**config.mk**
```make
export PLATFORM = sky130hd
export DESIGN_NAME = gpio3_port
export DESIGN_NICKNAME = d
export VERILOG_FILES = /design/src/rtl/gpio3_pkg.sv /design/src/rtl/gpio3_sync.sv /design/src/rtl/gpio3_regfile.sv /design/src/rtl/gpio3_readmux.sv /design/src/rtl/gpio3_port.sv
export SDC_FILE = /design/constraint.sdc
export NUM_CORES = 1
export LEC_CHECK = 0
export ABC_CLOCK_PERIOD_IN_PS = 3100
export BUFFER_PORTS_ARGS = -buffer_cell sky130_fd_sc_hd__buf_2
export CAP_MARGIN = 15
export CORE_MARGIN = 3
export CORE_UTILIZATION = 29
export CTS_CLUSTER_DIAMETER = 40
export DETAILED_ROUTE_END_ITERATION = 10
export HOLD_SLACK_MARGIN = 0.02
export PLACE_DENSITY = 0.6
export SLEW_MARGIN = 5
export SYNTH_ARGS = -nofsm -noshare
export SYNTH_HDL_FRONTEND = slang
export SYNTH_HIERARCHICAL = 1
export SYNTH_SLANG_ARGS = --single-unit
```
**constraint.sdc**
```tcl
create_clock -name clk -period 3.1 [get_ports clk]
set_clock_uncertainty 0.15 [all_clocks]
set_input_delay 0.62 -clock clk [delete_from_list [all_inputs] [get_ports clk]]
set_output_delay 0.62 -clock clk [all_outputs]
set_load 0.02 [all_outputs]
```
**src/rtl/gpio3_pkg.sv**
```systemverilog
package gpio3_pkg;

   // Which register of the window an address selects.
   typedef enum logic [1:0] {
      SEL_NONE = 2'd0,
      SEL_DIR  = 2'd1,
      SEL_SMP  = 2'd2,
      SEL_DRV  = 2'd3
   } gpio_sel_e;

endpackage

```
**src/rtl/gpio3_sync.sv**
```systemverilog
// Multi-stage synchronizer for asynchronous pin levels.
module gpio3_sync #(
   parameter int unsigned WIDTH  = 3,
   parameter int unsigned STAGES = 2
) (
   input  logic             clk,
   input  logic             rst_n,
   input  logic [WIDTH-1:0] d,
   output logic [WIDTH-1:0] q
);

   if (STAGES == 0) begin : g_bypass
      assign q = d;
   end else begin : g_chain
      logic [WIDTH-1:0] stg [STAGES];

      always_ff @(posedge clk or negedge rst_n) begin
         if (!rst_n) begin
            for (int s = 0; s < STAGES; s++) stg[s] <= '0;
         end else begin
            stg[0] <= d;
            for (int s = 1; s < STAGES; s++) stg[s] <= stg[s-1];
         end
      end

      assign q = stg[STAGES-1];
   end

endmodule

```
**src/rtl/gpio3_regfile.sv**
```systemverilog
// Direction and output-data storage with write masks.
module gpio3_regfile #(
   parameter int unsigned     DATA_W    = 8,
   parameter logic [DATA_W-1:0] DIR_WMASK = 8'h67,
   parameter logic [DATA_W-1:0] DRV_WMASK = 8'h07,
   parameter logic [DATA_W-1:0] DIR_RST   = 8'h07,
   parameter logic [DATA_W-1:0] DRV_RST   = 8'h00
) (
   input  logic              clk,
   input  logic              rst_n,
   input  logic              wr_dir,
   input  logic              wr_drv,
   input  logic [DATA_W-1:0] wdata,
   output logic [DATA_W-1:0] dir_q,
   output logic [DATA_W-1:0] drv_q
);

   always_ff @(posedge clk or negedge rst_n) begin
      if (!rst_n) begin
         dir_q <= DIR_RST & DIR_WMASK;
      end else if (wr_dir) begin
         dir_q <= wdata & DIR_WMASK;
      end
   end

   always_ff @(posedge clk or negedge rst_n) begin
      if (!rst_n) begin
         drv_q <= DRV_RST & DRV_WMASK;
      end else if (wr_drv) begin
         drv_q <= wdata & DRV_WMASK;
      end
   end

endmodule

```
**src/rtl/gpio3_readmux.sv**
```systemverilog
// Read-data selection; the sample view merges loopback of output lines.
module gpio3_readmux
   import gpio3_pkg::*;
#(
   parameter int unsigned NUM_LINES = 3,
   parameter int unsigned DATA_W    = 8
) (
   input  gpio_sel_e             sel,
   input  logic [DATA_W-1:0]     dir_q,
   input  logic [DATA_W-1:0]     drv_q,
   input  logic [NUM_LINES-1:0]  smp_q,
   output logic [DATA_W-1:0]     rdata
);

   logic [NUM_LINES-1:0] merged;
   logic [DATA_W-1:0]    merged_ext;

   assign merged     = smp_q | (~dir_q[NUM_LINES-1:0] & drv_q[NUM_LINES-1:0]);
   assign merged_ext = DATA_W'(merged);

   always_comb begin
      case (sel)
         SEL_DIR: rdata = dir_q;
         SEL_DRV: rdata = drv_q;
         SEL_SMP: rdata = merged_ext;
         default: rdata = '0;
      endcase
   end

endmodule

```
**src/rtl/gpio3_port.sv**
```systemverilog
// Three-line general-purpose pin port behind a byte register window.
module gpio3_port
   import gpio3_pkg::*;
#(
   parameter int unsigned       NUM_LINES   = 3,
   parameter int unsigned       DATA_W      = 8,
   parameter int unsigned       ADDR_W      = 8,
   parameter int unsigned       SYNC_STAGES = 2,
   parameter logic [ADDR_W-1:0] DIR_ADDR    = 8'h1D,
   parameter logic [ADDR_W-1:0] SMP_ADDR    = 8'h1E,
   parameter logic [ADDR_W-1:0] DRV_ADDR    = 8'h1F,
   parameter logic [DATA_W-1:0] DIR_WMASK   = 8'h67,
   parameter logic [DATA_W-1:0] DRV_WMASK   = 8'h07,
   parameter logic [DATA_W-1:0] DIR_RST     = 8'h07,
   parameter logic [DATA_W-1:0] DRV_RST     = 8'h00
) (
   input  logic                 clk,
   input  logic                 rst_n,
   input  logic                 reg_wr,
   input  logic [ADDR_W-1:0]    reg_addr,
   input  logic [DATA_W-1:0]    reg_wdata,
   output logic [DATA_W-1:0]    reg_rdata,
   input  logic [NUM_LINES-1:0] pin_in,
   output logic [NUM_LINES-1:0] pin_out,
   output logic [NUM_LINES-1:0] pin_oe
);

   localparam logic [DATA_W-1:0] LINE_MASK = DATA_W'((1 << NUM_LINES) - 1);

   // Elaboration-time parameter checks.
   if (NUM_LINES < 1 || NUM_LINES > DATA_W) begin : g_bad_lines
      $error("gpio3_port: NUM_LINES must lie in 1..DATA_W");
   end
   if ((DIR_WMASK & LINE_MASK) != LINE_MASK) begin : g_bad_dirmask
      $error("gpio3_port: direction mask must keep every line bit");
   end
   if ((DRV_WMASK & ~LINE_MASK) != '0) begin : g_bad_drvmask
      $error("gpio3_port: output mask must not exceed the line bits");
   end
   if (DIR_ADDR == SMP_ADDR || DIR_ADDR == DRV_ADDR || SMP_ADDR == DRV_ADDR) begin : g_bad_addr
      $error("gpio3_port: register addresses must be distinct");
   end

   gpio_sel_e            sel;
   logic                 wr_dir;
   logic                 wr_drv;
   logic [DATA_W-1:0]    dir_q;
   logic [DATA_W-1:0]    drv_q;
   logic [NUM_LINES-1:0] sync_q;
   logic [NUM_LINES-1:0] smp_q;

   always_comb begin
      if (reg_addr == DIR_ADDR)      sel = SEL_DIR;
      else if (reg_addr == SMP_ADDR) sel = SEL_SMP;
      else if (reg_addr == DRV_ADDR) sel = SEL_DRV;
      else                           sel = SEL_NONE;
   end

   assign wr_dir = reg_wr && (sel == SEL_DIR);
   assign wr_drv = reg_wr && (sel == SEL_DRV);

   gpio3_regfile #(
      .DATA_W    (DATA_W),
      .DIR_WMASK (DIR_WMASK),
      .DRV_WMASK (DRV_WMASK),
      .DIR_RST   (DIR_RST),
      .DRV_RST   (DRV_RST)
   ) u_regs (
      .clk    (clk),
      .rst_n  (rst_n),
      .wr_dir (wr_dir),
      .wr_drv (wr_drv),
      .wdata  (reg_wdata),
      .dir_q  (dir_q),
      .drv_q  (drv_q)
   );

   gpio3_sync #(
      .WIDTH  (NUM_LINES),
      .STAGES (SYNC_STAGES)
   ) u_sync (
      .clk   (clk),
      .rst_n (rst_n),
      .d     (pin_in),
      .q     (sync_q)
   );

   // Sample register: captures every line, whatever its direction.
   always_ff @(posedge clk or negedge rst_n) begin
      if (!rst_n) smp_q <= '0;
      else        smp_q <= sync_q;
   end

   // Per-line pad control.
   for (genvar i = 0; i < NUM_LINES; i++) begin : g_line
      assign pin_oe[i]  = ~dir_q[i];
      assign pin_out[i] = ~dir_q[i] & drv_q[i];
   end

   gpio3_readmux #(
      .NUM_LINES (NUM_LINES),
      .DATA_W    (DATA_W)
   ) u_rd (
      .sel   (sel),
      .dir_q (dir_q),
      .drv_q (drv_q),
      .smp_q (smp_q),
      .rdata (reg_rdata)
   );

endmodule

```
==> results.json <==
{
  "grt_pass1_wl_mm": 2.53,
  "drive_above_1_share": 0.514,
  "drt-total-wl_mm": 1.55,
  "synth_compound_area_frac": 0.0503,
  "num_vias": 594,
  "antenna_found_initial": 0,
  "worst-path-max-fanout": 11,
  "timing.setup.tns_ps": 0,
  "clk-insertion-delay-late_ps": 280,
  "grt_max_degree": 18,
  "status": "finished, final reports clean",
  "muxShareOfSynthArea": 0.197,
  "first_pass_iters": 2,
  "die-area_sq_um": 3880,
  "grt_pass1_vias": 583,
  "rsz0062_at_grt": "false",
  "diodes": 0,
  "ctsHtreeMaxLevel": 1,
  "synth_top_family_by_area": "multiplexers",
  "io_pins": 36,
  "layout_common_cells": "29 x buf_2, 14 x dfrtp_1, 10 x inv_1, 9 x mux2_2",
  "utilization": 0.381,
  "leakagePower_nw": 0.531,
  "grtUsageTotal": 0.0816,
  "r2r_end": "u_regs/dir_q[1]$_DFFE_PN1P_",
  "hpwl_mm": 1.31,
  "cts_resized": 0,
  "required_ps": 2330,
  "synth_area_leader_cell": "dfrtp_1",
  "hold_buffers": 0,
  "post-route-min-period_ps": 2920,
  "tightest_slew_ps": 629,
  "total_power_mw": 0.399,
  "timing.slew.headroom": 0.577,
  "synthArstFlopShare": 1.00,
  "max_freq_mhz": 343,
  "clock_path_buffers": 2,
  "drc": 0,
  "wire_per_inst_um": 10.4,
  "netlist.area_leader.share": 0.381,
  "cts.sinks": 17,
  "layout_commonest_cell": "buf_2",
  "yosys.area_share.simple": 0.135,
  "worstSetupEndpointType": "primary output",
  "syn_avg_cell_area_sq_um": 11.8,
  "synth_area_leaders": "dfrtp_1 38%, mux2_2 11%, buf_4 9.0%",
  "overflow": 0,
  "power_density_nw_per_um2": 365,
  "critPathLaunchType": "input port",
  "cts_setup_buffers": 0,
  "initial_core_util": 0.320,
  "gp_congestion": 0.683,
  "path_class": "in2out",
  "dieHeight_um": 62.3,
  "rr_worst_depth": 1,
  "synthAdderAreaFrac": 0,
  "seq_area_frac_synth": 0.467,
  "drtIter0Drc": 14,
  "maxSlewViolCount": 0,
  "ctsRootBufferMaster": "clkbuf_4",
  "dieWidth_um": 62.3,
  "synth_ff_type": "dfrtp_1",
  "area_delta_synth_final_pct": 19.0,
  "yosys_warnings": 6,
  "drv_cap": 0,
  "vias_per_cell": 3.99,
  "synth.ff_latch_count": 17,
  "synth_edf_count": 0,
  "hold_path.class": "in2async",
  "finalCritPeriodShare": 0.941,
  "numPortBuffers": 29,
  "synth_xor_area_frac": 0,
  "netlist_area_sq_um": 920,
  "irDropWorstVdd_mv": 0.239,
  "synthCells": 78,
  "path_clk_slew_ps": 90,
  "cts_made_buffers": 3,
  "hold_viol": 0,
  "drtAntennaViolNets": 0,
  "worstPathArrival_ps": 2150,
  "r2r_slack_ps": 2170,
  "core_area_sq_um": 2880,
  "rows": 19,
  "finalNetCount": 130,
  "ys_types": 21,
  "setup_viol": 0,
  "reg2reg_from": "u_regs/dir_q[1]$_DFFE_PN1P_",
  "cts_tree": "built"
}
## layer usage
layer | track usage | share of wire
met5 | 0 | 0
met4 | 0.0413 | 0.0058
met3 | 0.0270 | 0.067
met2 | 0.157 | 0.56
met1 | 0.0755 | 0.36
## report_power, final
part | internal, mW | total, mW | switching [mW] | leakage [nW]
sequential | 0.234 | 0.240 | 0.00577 | 0.205
clock | 0.0478 | 0.111 | 0.0633 | 0.0177
combinational | 0.0236 | 0.0482 | 0.0246 | 0.309
## cell usage after synthesis (all sizes together) (3+ instances only)
cell type / number
o22ai: 3
mux2: 11
a22o: 3
buf: 12
dfstp: 3
inv: 10
mux2i: 5
nor2b: 8
dfrtp: 14
## through the flow
step	setup slack [ps]	hold slack, ps	instance area [sq um]	instances
finish	182	80.5	1090	149
global placement	249	183	1070	145
floorplan	362	174	946	85
detailed placement	194	185	1070	145
global route	84.6	96.2	1090	149
CTS	192	82.5	1090	149
## worst max-delay path by stage
stage	from	to	slack [ps]	cells after the start
final	reg_addr[5]	reg_rdata[2]	180	7
after CTS	reg_addr[5]	reg_rdata[2]	190	7
after detailed placement	reg_addr[5]	reg_rdata[2]	190	7
after global placement	reg_addr[5]	reg_rdata[2]	250	7
after global routing	reg_addr[5]	reg_rdata[2]	80	7
after floorplan	reg_addr[5]	reg_rdata[0]	360	5
## final cells by class
class	count	area [sq um]
fillers	294	1780
flip-flops and latches	17	429
multi-input cells	45	388
repair buffers	31	160
well taps	42	52.6
inverters	10	37.5
clock buffers	3	22.5
clock inverters	1	5.00
## state kept, by name, indices dropped and copies added, names as in the netlist
name	count
u_regs/dir_q	5
smp_q	3
u_regs/drv_q	3
u_sync/g_chain.stg	3
u_sync/q	3
## worst max-delay path, cell delays in order
cell and delay (ps):
buf_2 100, nand4b_4 190, nor4b_2 270, buf_4 260, mux2_2 350, a22o_2 200, buf_2 150
## cell families (layout without fill, tap and decap cells)
family                 after synthesis  in the layout
buffers and inverters               23             45
other                                1              8
AOI/OAI and AO/OA                    6              6
muxes                               16             16
and+or+nand+nor                     15             15
DFF                                 17             17
No activity file was read; power rests on OpenSTA's default activity.
